File: src/rtl/zol_seq_pkg.sv
package zol_seq_pkg;

  typedef enum logic [2:0] {
    CLS_PLAIN   = 3'd0,
    CLS_FLOW    = 3'd1,
    CLS_LOOPCTL = 3'd2,
    CLS_SYSLOAD = 3'd3,
    CLS_TRAP    = 3'd4
  } instClass_e;

  // Decisions handed from control to datapath each cycle
  typedef struct packed {
    logic cntLoad;     // write count from set-count operand
    logic cntDec;      // loop-back: count - 1
    logic cntClear;    // last pass: count -> 0
    logic takeBack;    // nextPc = start address
    logic excRaise;    // short-loop illegal instruction
    logic excAtStart;  // saved PC is the start address
  } ctrlStrobe_t;

endpackage

File: src/rtl/zol_seq_dp.sv
module zol_seq_dp
  import zol_seq_pkg::*;
#(
  parameter int ADDR_W = 16,
  parameter int CNT_W  = 12,
  parameter int IMM_W  = 8
) (
  input  logic              clk,
  input  logic              rstN,
  input  logic              ldStartEn,
  input  logic              ldEndEn,
  input  logic [ADDR_W-1:0] ldAddr,
  input  logic              setCntImm,
  input  logic [IMM_W-1:0]  cntImm,
  input  logic [CNT_W-1:0]  cntReg,
  input  logic [ADDR_W-1:0] fetchPc,
  input  ctrlStrobe_t       strobe,
  output logic [ADDR_W-1:0] startAddr,
  output logic [ADDR_W-1:0] endAddr,
  output logic [CNT_W-1:0]  cnt,
  output logic              addrsReady,
  output logic [ADDR_W-1:0] nextPc,
  output logic [ADDR_W-1:0] excPc
);

  localparam int PAD_W = CNT_W - IMM_W;

  logic [ADDR_W-1:0] startQ, endQ;
  logic [CNT_W-1:0]  cntQ, cntLoadVal;
  logic              startSetQ, endSetQ;

  assign cntLoadVal = setCntImm ? {{PAD_W{1'b0}}, cntImm} : cntReg;

  always_ff @(posedge clk) begin
    if (!rstN) begin
      startQ    <= '0;
      endQ      <= '0;
      startSetQ <= 1'b0;
      endSetQ   <= 1'b0;
    end else begin
      if (ldStartEn) begin
        startQ    <= ldAddr;
        startSetQ <= 1'b1;
      end
      if (ldEndEn) begin
        endQ    <= ldAddr;
        endSetQ <= 1'b1;
      end
    end
  end

  // Count: a new load wins over the loop-end update
  always_ff @(posedge clk) begin
    if (!rstN)                cntQ <= '0;
    else if (strobe.cntLoad)  cntQ <= cntLoadVal;
    else if (strobe.cntDec)   cntQ <= cntQ - CNT_W'(1);
    else if (strobe.cntClear) cntQ <= '0;
  end

  assign startAddr  = startQ;
  assign endAddr    = endQ;
  assign cnt        = cntQ;
  assign addrsReady = startSetQ && endSetQ;
  assign nextPc     = strobe.takeBack ? startQ : fetchPc + ADDR_W'(1);
  assign excPc      = strobe.excAtStart ? startQ : fetchPc;

  p_cnt_dec_r3: assert property (@(posedge clk) disable iff (!rstN)
    (strobe.cntDec && !strobe.cntLoad) |=> cntQ == $past(cntQ) - CNT_W'(1));

  p_cnt_exit_r4: assert property (@(posedge clk) disable iff (!rstN)
    (strobe.cntClear && !strobe.cntLoad) |=> cntQ == '0);

  p_exc_hold_r9: assert property (@(posedge clk) disable iff (!rstN)
    (strobe.excRaise && !strobe.cntLoad) |=> cntQ == $past(cntQ));

  p_no_wrap_r3: assert property (@(posedge clk) disable iff (!rstN)
    strobe.cntDec |-> cntQ > CNT_W'(1));

endmodule

File: src/rtl/zol_seq_ctrl.sv
module zol_seq_ctrl
  import zol_seq_pkg::*;
#(
  parameter int ADDR_W    = 16,
  parameter int CNT_W     = 12,
  parameter int SHORT_LEN = 4
) (
  input  logic              clk,
  input  logic              rstN,
  input  logic              fetchValid,
  input  logic [ADDR_W-1:0] fetchPc,
  input  logic [2:0]        instClass,
  input  logic              setCntEn,
  input  logic [ADDR_W-1:0] startAddr,
  input  logic [ADDR_W-1:0] endAddr,
  input  logic [CNT_W-1:0]  cnt,
  input  logic              addrsReady,
  output ctrlStrobe_t       strobe,
  output logic              excValid,
  output logic              seqErr,
  output logic              spacingErr,
  output logic              stallReq
);

  localparam logic [ADDR_W-1:0] SPAN_LIM = ADDR_W'(SHORT_LEN - 1);
  localparam logic [CNT_W-1:0]  CNT_ONE  = CNT_W'(1);

  logic              loopOn, rangeOk, isShort, inBody, forbidden;
  logic              illegal, atEnd;
  logic [ADDR_W-1:0] span;

  assign loopOn    = (cnt != '0);
  assign rangeOk   = (endAddr >= startAddr);
  assign span      = endAddr - startAddr;
  assign isShort   = rangeOk && (span < SPAN_LIM);
  assign inBody    = fetchValid && loopOn && rangeOk &&
                     (fetchPc >= startAddr) && (fetchPc <= endAddr);
  assign forbidden = (instClass != CLS_PLAIN);
  assign illegal   = inBody && isShort && forbidden;
  assign atEnd     = fetchValid && loopOn && rangeOk &&
                     (fetchPc == endAddr) && !illegal;

  always_comb begin
    strobe            = '0;
    strobe.cntLoad    = setCntEn && addrsReady;
    strobe.takeBack   = atEnd && (cnt > CNT_ONE);
    strobe.cntDec     = atEnd && (cnt > CNT_ONE);
    strobe.cntClear   = atEnd && (cnt == CNT_ONE);
    strobe.excRaise   = illegal;
    strobe.excAtStart = illegal && (cnt > CNT_ONE);
  end

  assign excValid   = illegal;
  assign seqErr     = setCntEn && !addrsReady;
  assign spacingErr = setCntEn && ((fetchPc + ADDR_W'(1)) == startAddr);
  assign stallReq   = strobe.takeBack && !isShort;

  p_exc_in_body_r7: assert property (@(posedge clk) disable iff (!rstN)
    excValid |-> (fetchPc >= startAddr) && (fetchPc <= endAddr) && fetchValid);

  p_idle_quiet_r11: assert property (@(posedge clk) disable iff (!rstN)
    (cnt == '0) |-> !excValid && !stallReq && !strobe.takeBack);

endmodule

File: src/rtl/zol_sequencer.sv
module zol_sequencer
  import zol_seq_pkg::*;
#(
  parameter int ADDR_W    = 16,
  parameter int CNT_W     = 12,
  parameter int IMM_W     = 8,
  parameter int SHORT_LEN = 4
) (
  input  logic              clk,
  input  logic              rstN,
  input  logic              ldStartEn,
  input  logic              ldEndEn,
  input  logic [ADDR_W-1:0] ldAddr,
  input  logic              setCntEn,
  input  logic              setCntImm,
  input  logic [IMM_W-1:0]  cntImm,
  input  logic [CNT_W-1:0]  cntReg,
  input  logic              fetchValid,
  input  logic [ADDR_W-1:0] fetchPc,
  input  logic [2:0]        instClass,
  output logic [ADDR_W-1:0] nextPc,
  output logic              excValid,
  output logic [ADDR_W-1:0] excPc,
  output logic              seqErr,
  output logic              spacingErr,
  output logic              stallReq
);

  ctrlStrobe_t       strobe;
  logic [ADDR_W-1:0] startAddr, endAddr;
  logic [CNT_W-1:0]  cnt;
  logic              addrsReady;

  zol_seq_ctrl #(.ADDR_W(ADDR_W), .CNT_W(CNT_W), .SHORT_LEN(SHORT_LEN)) i_ctrl (
    .clk(clk), .rstN(rstN), .fetchValid(fetchValid), .fetchPc(fetchPc),
    .instClass(instClass), .setCntEn(setCntEn), .startAddr(startAddr),
    .endAddr(endAddr), .cnt(cnt), .addrsReady(addrsReady), .strobe(strobe),
    .excValid(excValid), .seqErr(seqErr), .spacingErr(spacingErr),
    .stallReq(stallReq)
  );

  zol_seq_dp #(.ADDR_W(ADDR_W), .CNT_W(CNT_W), .IMM_W(IMM_W)) i_dp (
    .clk(clk), .rstN(rstN), .ldStartEn(ldStartEn), .ldEndEn(ldEndEn),
    .ldAddr(ldAddr), .setCntImm(setCntImm), .cntImm(cntImm), .cntReg(cntReg),
    .fetchPc(fetchPc), .strobe(strobe), .startAddr(startAddr),
    .endAddr(endAddr), .cnt(cnt), .addrsReady(addrsReady), .nextPc(nextPc),
    .excPc(excPc)
  );

  p_seq_hold_r5: assert property (@(posedge clk) disable iff (!rstN)
    (seqErr && !fetchValid) |=> cnt == $past(cnt));

  p_stall_target_r10: assert property (@(posedge clk) disable iff (!rstN)
    stallReq |-> nextPc == startAddr);

  p_excpc_last_r8: assert property (@(posedge clk) disable iff (!rstN)
    (excValid && cnt == CNT_W'(1)) |-> excPc == fetchPc);

endmodule

File: config.mk
export PLATFORM = sky130hd
export DESIGN_NAME = zol_sequencer
export DESIGN_NICKNAME = d
export VERILOG_FILES = /design/src/rtl/zol_seq_pkg.sv /design/src/rtl/zol_seq_dp.sv /design/src/rtl/zol_seq_ctrl.sv /design/src/rtl/zol_sequencer.sv
export SDC_FILE = /design/constraint.sdc
export NUM_CORES = 1
export LEC_CHECK = 0
export ABC_AREA = 0
export BUFFER_PORTS_ARGS = -buffer_cell sky130_fd_sc_hd__buf_2
export CORE_ASPECT_RATIO = 0.9
export CORE_UTILIZATION = 40
export CTS_CLUSTER_SIZE = 30
export DETAILED_ROUTE_END_ITERATION = 8
export GPL_TIMING_DRIVEN = 0
export PLACE_DENSITY_LB_ADDON = 0.25
export SYNTH_ARGS = -nofsm -noshare
export SYNTH_HDL_FRONTEND = slang
export SYNTH_HIERARCHICAL = 1
export SYNTH_SLANG_ARGS = --single-unit
File: constraint.sdc
create_clock -name clk -period 5.3 [get_ports clk]
set_clock_uncertainty 0.15 [all_clocks]
set_input_delay 1.06 -clock clk [delete_from_list [all_inputs] [get_ports clk]]
set_output_delay 1.06 -clock clk [all_outputs]
set_load 0.03 [all_outputs]
==> results.ini, run 1 <==
[drt]
ant_nets = 0
first_pass_iters = 5
drt_iter0_markers = 467
drt-total-wl_um = 14300
vias = 4891
wl_per_cell_um = 16.3
drcViolationCount = 0
via_per_inst = 5.58

[global_routing]
grt.total_usage_pct = 22.6
grt_pass1_vias = 4651
grt_max_degree = 17
overflow = 0
antenna_found_initial = 0
grt_pass1_wl_um = 23200

[floorplan]
rows = 37
die_w_um = 118
die_h_um = 107
io_pins = 98
core-area_sq_um = 11600
dieArea_sq_um = 12600
initial_core_util_pct = 41.8

[power_and_ir_drop]
leakage_nw = 2.40
swShare_pct = 37.0
intPower_mw = 0.717
p_per_area_nw_per_um2 = 198
p_seq_share_pct = 34.3
p_clk_share_pct = 28.3
ir_worst_vdd_mv = 0.130
finalPower_mw = 1.14
switchingPower_mw = 0.420
combPwrFrac_pct = 37.5

[clock_network]
clk_pin_slew_worst_paths_ps = 70
clock_sinks = 46
clk_latency_ps = 290
ctsHoldBuffers = 0
cts_root_buf = clkbuf_16
clockBufferDepth = 2
htree_levels = 2
cts_tree = done
cts_buffers = 5

[sta]
fmax_mhz = 194
fin_crit_sh_pct = 97.4
holdWs_ps = 320
hold_violations = 0
tightest_slew_ps = 673
slew_headroom_pct = 54.9
rsz0062_at_grt = no
setup_viol = 0
slew_violations = 0
fin_crit_ps = 5160
fin_tns_setup_ps = 0

[final_layout]
nets = 834
antenna_cells = 0
fillers = 1153
area_growth_pct = 18.2
drive_gt1_share_pct = 23.7

[critical_path]
cp.arrival_ps = 3950
max_stage_delay_ps = 510
cp_slowest_cell = or4_1
reg2reg_slack_ps = 990
path_class = flop to output port
crit_chain = inv_1, ha_1, a211oi_2, o21ai_1, a31o_1, or4_1, a21oi_1, nand2_1, nor4_4, and2_4, buf_4, mux2_2, buf_2
crit_buf_inv = 3
worst-path-max-fanout = 9
critPathLaunchType = flop
crit_required_ps = 4090
critPathTopFamily = simple AND/OR/NAND/NOR gates
cp-end-kind = output port

[placed_design]
routabilityCongestion = 0.893
port_buffers = 94
place_hpwl_um = 11300

[yosys]
avgSynthCellArea_sq_um = 7.87
synthCells = 617
syn_area_sq_um = 4860
yosys_warnings = 6
synth_nets = 731

[job]
timing.max_cap.violations = 0

[run_status]
outcome = completed

[worst_hold_path]
hold_class = flop to flop

## cell type report
cell class                 count  area [sq um]  area share [%]
inverter                      49           184            3.20
multi-input combinational    501          3690            64.2
clock buffer                   5           125            2.18
tap                          156           195            3.40
clock inverter                 3          23.8           0.414
buffer                        20           106            1.85
timing repair buffer          97           493            8.59
sequential                    46           928            16.2
## power by group through the flow
stage          clock network (mW)  logic [mW]  registers, mW
2_1_floorplan                   0       0.303          0.386
3_3_place_gp                    0       0.408          0.395
3_5_place_dp                    0       0.416          0.396
4_1_cts                     0.330       0.421          0.388
5_1_grt                     0.342       0.472          0.391
6_report                    0.322       0.426          0.389
## tightest hold or removal path, cell delays in order, from the launching register on
cell and delay, ps:
dfxtp_1 330, nor2_1 40, nor2_1 70
## state kept, by name, summed over array words and instances, names as in the netlist
register and cells:
i_dp/startSetQ 1, i_dp/endAddr 16, i_dp/endSetQ 1, i_dp/cnt 12, i_dp/startAddr 16
## path summary, 6_finish.rpt
kind                          start             end  cells after the start
setup / recovery  i_dp/startAddr[9]        excPc[2]                     13
hold / removal       i_dp/startSetQ  i_dp/startSetQ                      2
setup reg to reg  i_dp/startAddr[9]     i_dp/cnt[8]                     16
hold reg to reg      i_dp/startSetQ  i_dp/startSetQ                      2
## stage by stage
step / cells / cell area (sq um) / util (%) / setup WS (ps)
finish: 877 / 5740 / 49.4 / 139
global route: 877 / 5740 / 49.4 / 2.62
CTS: 876 / 5700 / 49.1 / 32.7
detailed placement: 867 / 5520 / 47.5 / -472
global placement: 867 / 5520 / 47.5 / -425
floorplan: 617 / 4860 / - / 178
## cell usage in the layout (no fill, tap or decap), types with 4 or more instances in the layout
cell / n
buf_2: 100
nor2_1: 59
ha_1: 51
nand2_1: 49
inv_1: 48
dfxtp_1: 40
mux2i_1: 36
xnor2_1: 30
a21oi_1: 26
o21ai_0: 23
nand3_1: 23
mux2_2: 21
xor2_1: 18
nor3_1: 17
a31oi_1: 16
nand4_1: 15
a211oi_1: 10
and3_1: 8
o21ai_1: 8
buf_4: 7
nor2b_1: 6
dfxtp_2: 6
clkbuf_16: 5
o211ai_1: 5
a21o_1: 5
clkbuf_1: 5
nand2b_1: 4
or3_1: 4
nor4_2: 4
## layer usage
metal  GRT usage [%]  up-vias  wire (um)
met3            2.41       16        705
met2            37.1      158       6600
li1                -     2445          -
met1            31.1     2272       6760
met4            6.87        0        208
met5               0        -          0
## timing repair
action | 4_1_cts | 5_1_grt
setup buffers | 2 | 1
pin swaps | 2 | 4
gates resized for setup | 7 | 15
endpoints found under the setup margin | 32 | 31
(Power assumes the default switching activity.)
==> inputs of run 2 (changes only) <==
--- a/config.mk
+++ b/config.mk
@@ -8,11 +8,12 @@
 export ABC_AREA = 0
 export BUFFER_PORTS_ARGS = -buffer_cell sky130_fd_sc_hd__buf_2
 export CORE_ASPECT_RATIO = 0.9
-export CORE_UTILIZATION = 40
+export CORE_UTILIZATION = 25
 export CTS_CLUSTER_SIZE = 30
 export DETAILED_ROUTE_END_ITERATION = 8
 export GPL_TIMING_DRIVEN = 0
 export PLACE_DENSITY_LB_ADDON = 0.25
+export SETUP_SLACK_MARGIN = 0.2
 export SYNTH_ARGS = -nofsm -noshare
 export SYNTH_HDL_FRONTEND = slang
 export SYNTH_HIERARCHICAL = 1
==> results.ini, run 2 (same netlist as run 1, synthesis figures left out) <==
[sta]
hold_violations = 0  ; unchanged
tightest_slew_ps = 685  ; +12.0 ps
fmax_mhz = 200  ; +3.3%
slew_violations = 0  ; unchanged
fin_crit_ps = 5000  ; -163 ps
slew_headroom_pct = 54.1  ; -0.81 points
fin_crit_sh_pct = 94.3  ; -3.1 points
setup_viol = 0  ; unchanged
fin_tns_setup_ps = 0  ; unchanged
rsz0062_at_grt = no

[clock_network]
cts_buffers = 5  ; unchanged
clk_latency_ps = 300  ; about the same
htree_levels = 2  ; unchanged
clk_pin_slew_worst_paths_ps = 70  ; about the same
clockBufferDepth = 2  ; unchanged
ctsHoldBuffers = 0  ; unchanged
cts_root_buf = clkbuf_16
cts_tree = done
clock_sinks = 46  ; unchanged

[run_status]
outcome = completed

[drt]
vias = 4867  ; -0.49%
via_per_inst = 4.98  ; -11%
drcViolationCount = 0  ; unchanged
ant_nets = 0  ; unchanged
drt-total-wl_um = 16000  ; +12%
drt_iter0_markers = 240  ; -49%
wl_per_cell_um = 16.4  ; +0.73%
first_pass_iters = 5  ; unchanged

[critical_path]
cp-end-kind = output port
crit_chain = buf_4, ha_1, nand4_1, nor4_4, or3_4, o22ai_2, nand4b_1, nor4_4, buf_4, nor3_4, buf_8, buf_12, mux2_2, buf_4
rr_worst_depth = 16  ; unchanged
cp.arrival_ps = 3790  ; -160 ps
cp_slowest_cell = or3_4
path_class = input port to output port
cpMostUsedCell = buf_4
worst-path-max-fanout = 10  ; +1
critPathLaunchType = input port
max_stage_delay_ps = 370  ; -140 ps
crit_required_ps = 4090  ; about the same

[floorplan]
dieArea_sq_um = 20000  ; +59%
rows = 47  ; +27%
core-area_sq_um = 18700  ; +61%
initial_core_util_pct = 26.0  ; -16 points
die_w_um = 149  ; +26%
io_pins = 98  ; unchanged
die_h_um = 134  ; +26%

[final_layout]
nets = 846  ; +1.4%
final_common_cell = buf_2
antenna_cells = 0  ; unchanged
fillers = 1992  ; +73%
drive_gt1_share_pct = 30.8  ; +7.1 points
final_cell_mix = 70 x buf_2, 59 x nor2_1, 48 x inv_1
area_growth_pct = 31.4
fin_cells = 978  ; +12%
fin_util_pct = 34.1  ; -15 points

[placed_design]
place_hpwl_um = 12400  ; +9.9%
port_buffers = 94  ; unchanged
routabilityCongestion = 0.855  ; -4.3%
dp_cells = 956  ; +10%

[power_and_ir_drop]
switchingPower_mw = 0.443  ; +5.3%
p_clk_share_pct = 27.5  ; -0.8 points
p_per_area_nw_per_um2 = 190  ; -4.3%
ir_worst_vdd_mv = 0.106  ; -19%
swShare_pct = 36.6  ; -0.34 points
combPwrFrac_pct = 40.2  ; +2.7 points
p_seq_share_pct = 32.2  ; -2.1 points
leakage_nw = 2.54  ; +5.8%
intPower_mw = 0.766  ; +6.9%

[global_routing]
grt_pass1_wl_um = 25000  ; +7.7%
grt.total_usage_pct = 16.1  ; -6.6 points
antenna_found_initial = 0  ; unchanged
grt_max_degree = 15  ; -2
grt_pass1_vias = 4459  ; -4.1%
overflow = 0  ; unchanged

[worst_hold_path]
holdPathStages = 2  ; unchanged
hold_class = flop to flop

[job]
timing.max_cap.violations = 0  ; unchanged

run 2: cell count changes in the layout (fill, tap and decap cells not counted), moves of 7 or more:
cell | previous run | this run
buf_2 | 100 | 70
buf_4 | 7 | 33
dfxtp_1 | 40 | 33
ha_1 | 51 | 31
ha_2 | 0 | 7
ha_4 | 0 | 13
run 2: layout make-up:
class	instances	area (sq um)	area share (%)
Buffer	21	140	2.20
Inverter	49	184	2.88
Timing Repair Buffer	108	698	10.9
Clock buffer	7	143	2.24
Clock inverter	1	8.76	0.137
Tap cell	245	307	4.81
Sequential cell	46	942	14.8
Multi-Input combinational cell	501	3960	62.0
run 2: what timing repair did:
| item | CTS | global route |
|---|---|---|
| buffers inserted | 5 | 9 |
| pin swaps | 10 | 21 |
| setup endpoints to repair | 32 | 31 |
| gates cloned | 0 | 0 |
| resized for setup | 47 | 73 |
run 2: critical path, delay by kind of cell:
| kind | cells | cell delay [ps] |
|---|---|---|
| AND/OR/NAND/NOR | 6 | 1230 |
| AO/OA/AOI/OAI | 1 | 100 |
| multiplexers | 1 | 320 |
| buffers and inverters | 5 | 760 |
| adder cells (fa/ha/maj) | 1 | 310 |
run 2: per-layer routing:
metal	vias up	share of wire [%]	GRT usage [%]
met3	7	4.5	2.38
met4	0	0.82	3.46
met2	103	45	25.2
met5	-	0	0
li1	2467	-	-
met1	2290	49	23.0
run 2: worst paths after layout:
kind	slack, ps	startpoint	endpoint
hold reg to reg	310	i_dp/endSetQ	i_dp/endSetQ
setup reg to reg	1160	i_dp/startAddr[8]	i_dp/cnt[8]
setup / recovery	300	fetchPc[12]	nextPc[1]
hold / removal	310	i_dp/endSetQ	i_dp/endSetQ
run 2: through the flow:
stage | hold slack (ps) | instance area (sq um) | setup WS [ps] | total power, mW
6_report | 313 | 6380 | 302 | 1.21
5_1_grt | 352 | 6380 | 200 | 1.29
4_1_cts | 317 | 6020 | 200 | 1.17
3_5_place_dp | 300 | 5630 | -662 | 0.821
3_3_place_gp | 296 | 5630 | -718 | 0.821
2_1_floorplan | 277 | 4860 | 242 | 0.688
run 2: power by group through the flow:
stage	Combinational [mW]	Clock, mW	Sequential [mW]
2_1_floorplan	0.303	0	0.386
3_3_place_gp	0.424	0	0.397
3_5_place_dp	0.424	0	0.397
4_1_cts	0.444	0.342	0.389
5_1_grt	0.537	0.359	0.392
6_report	0.486	0.333	0.390
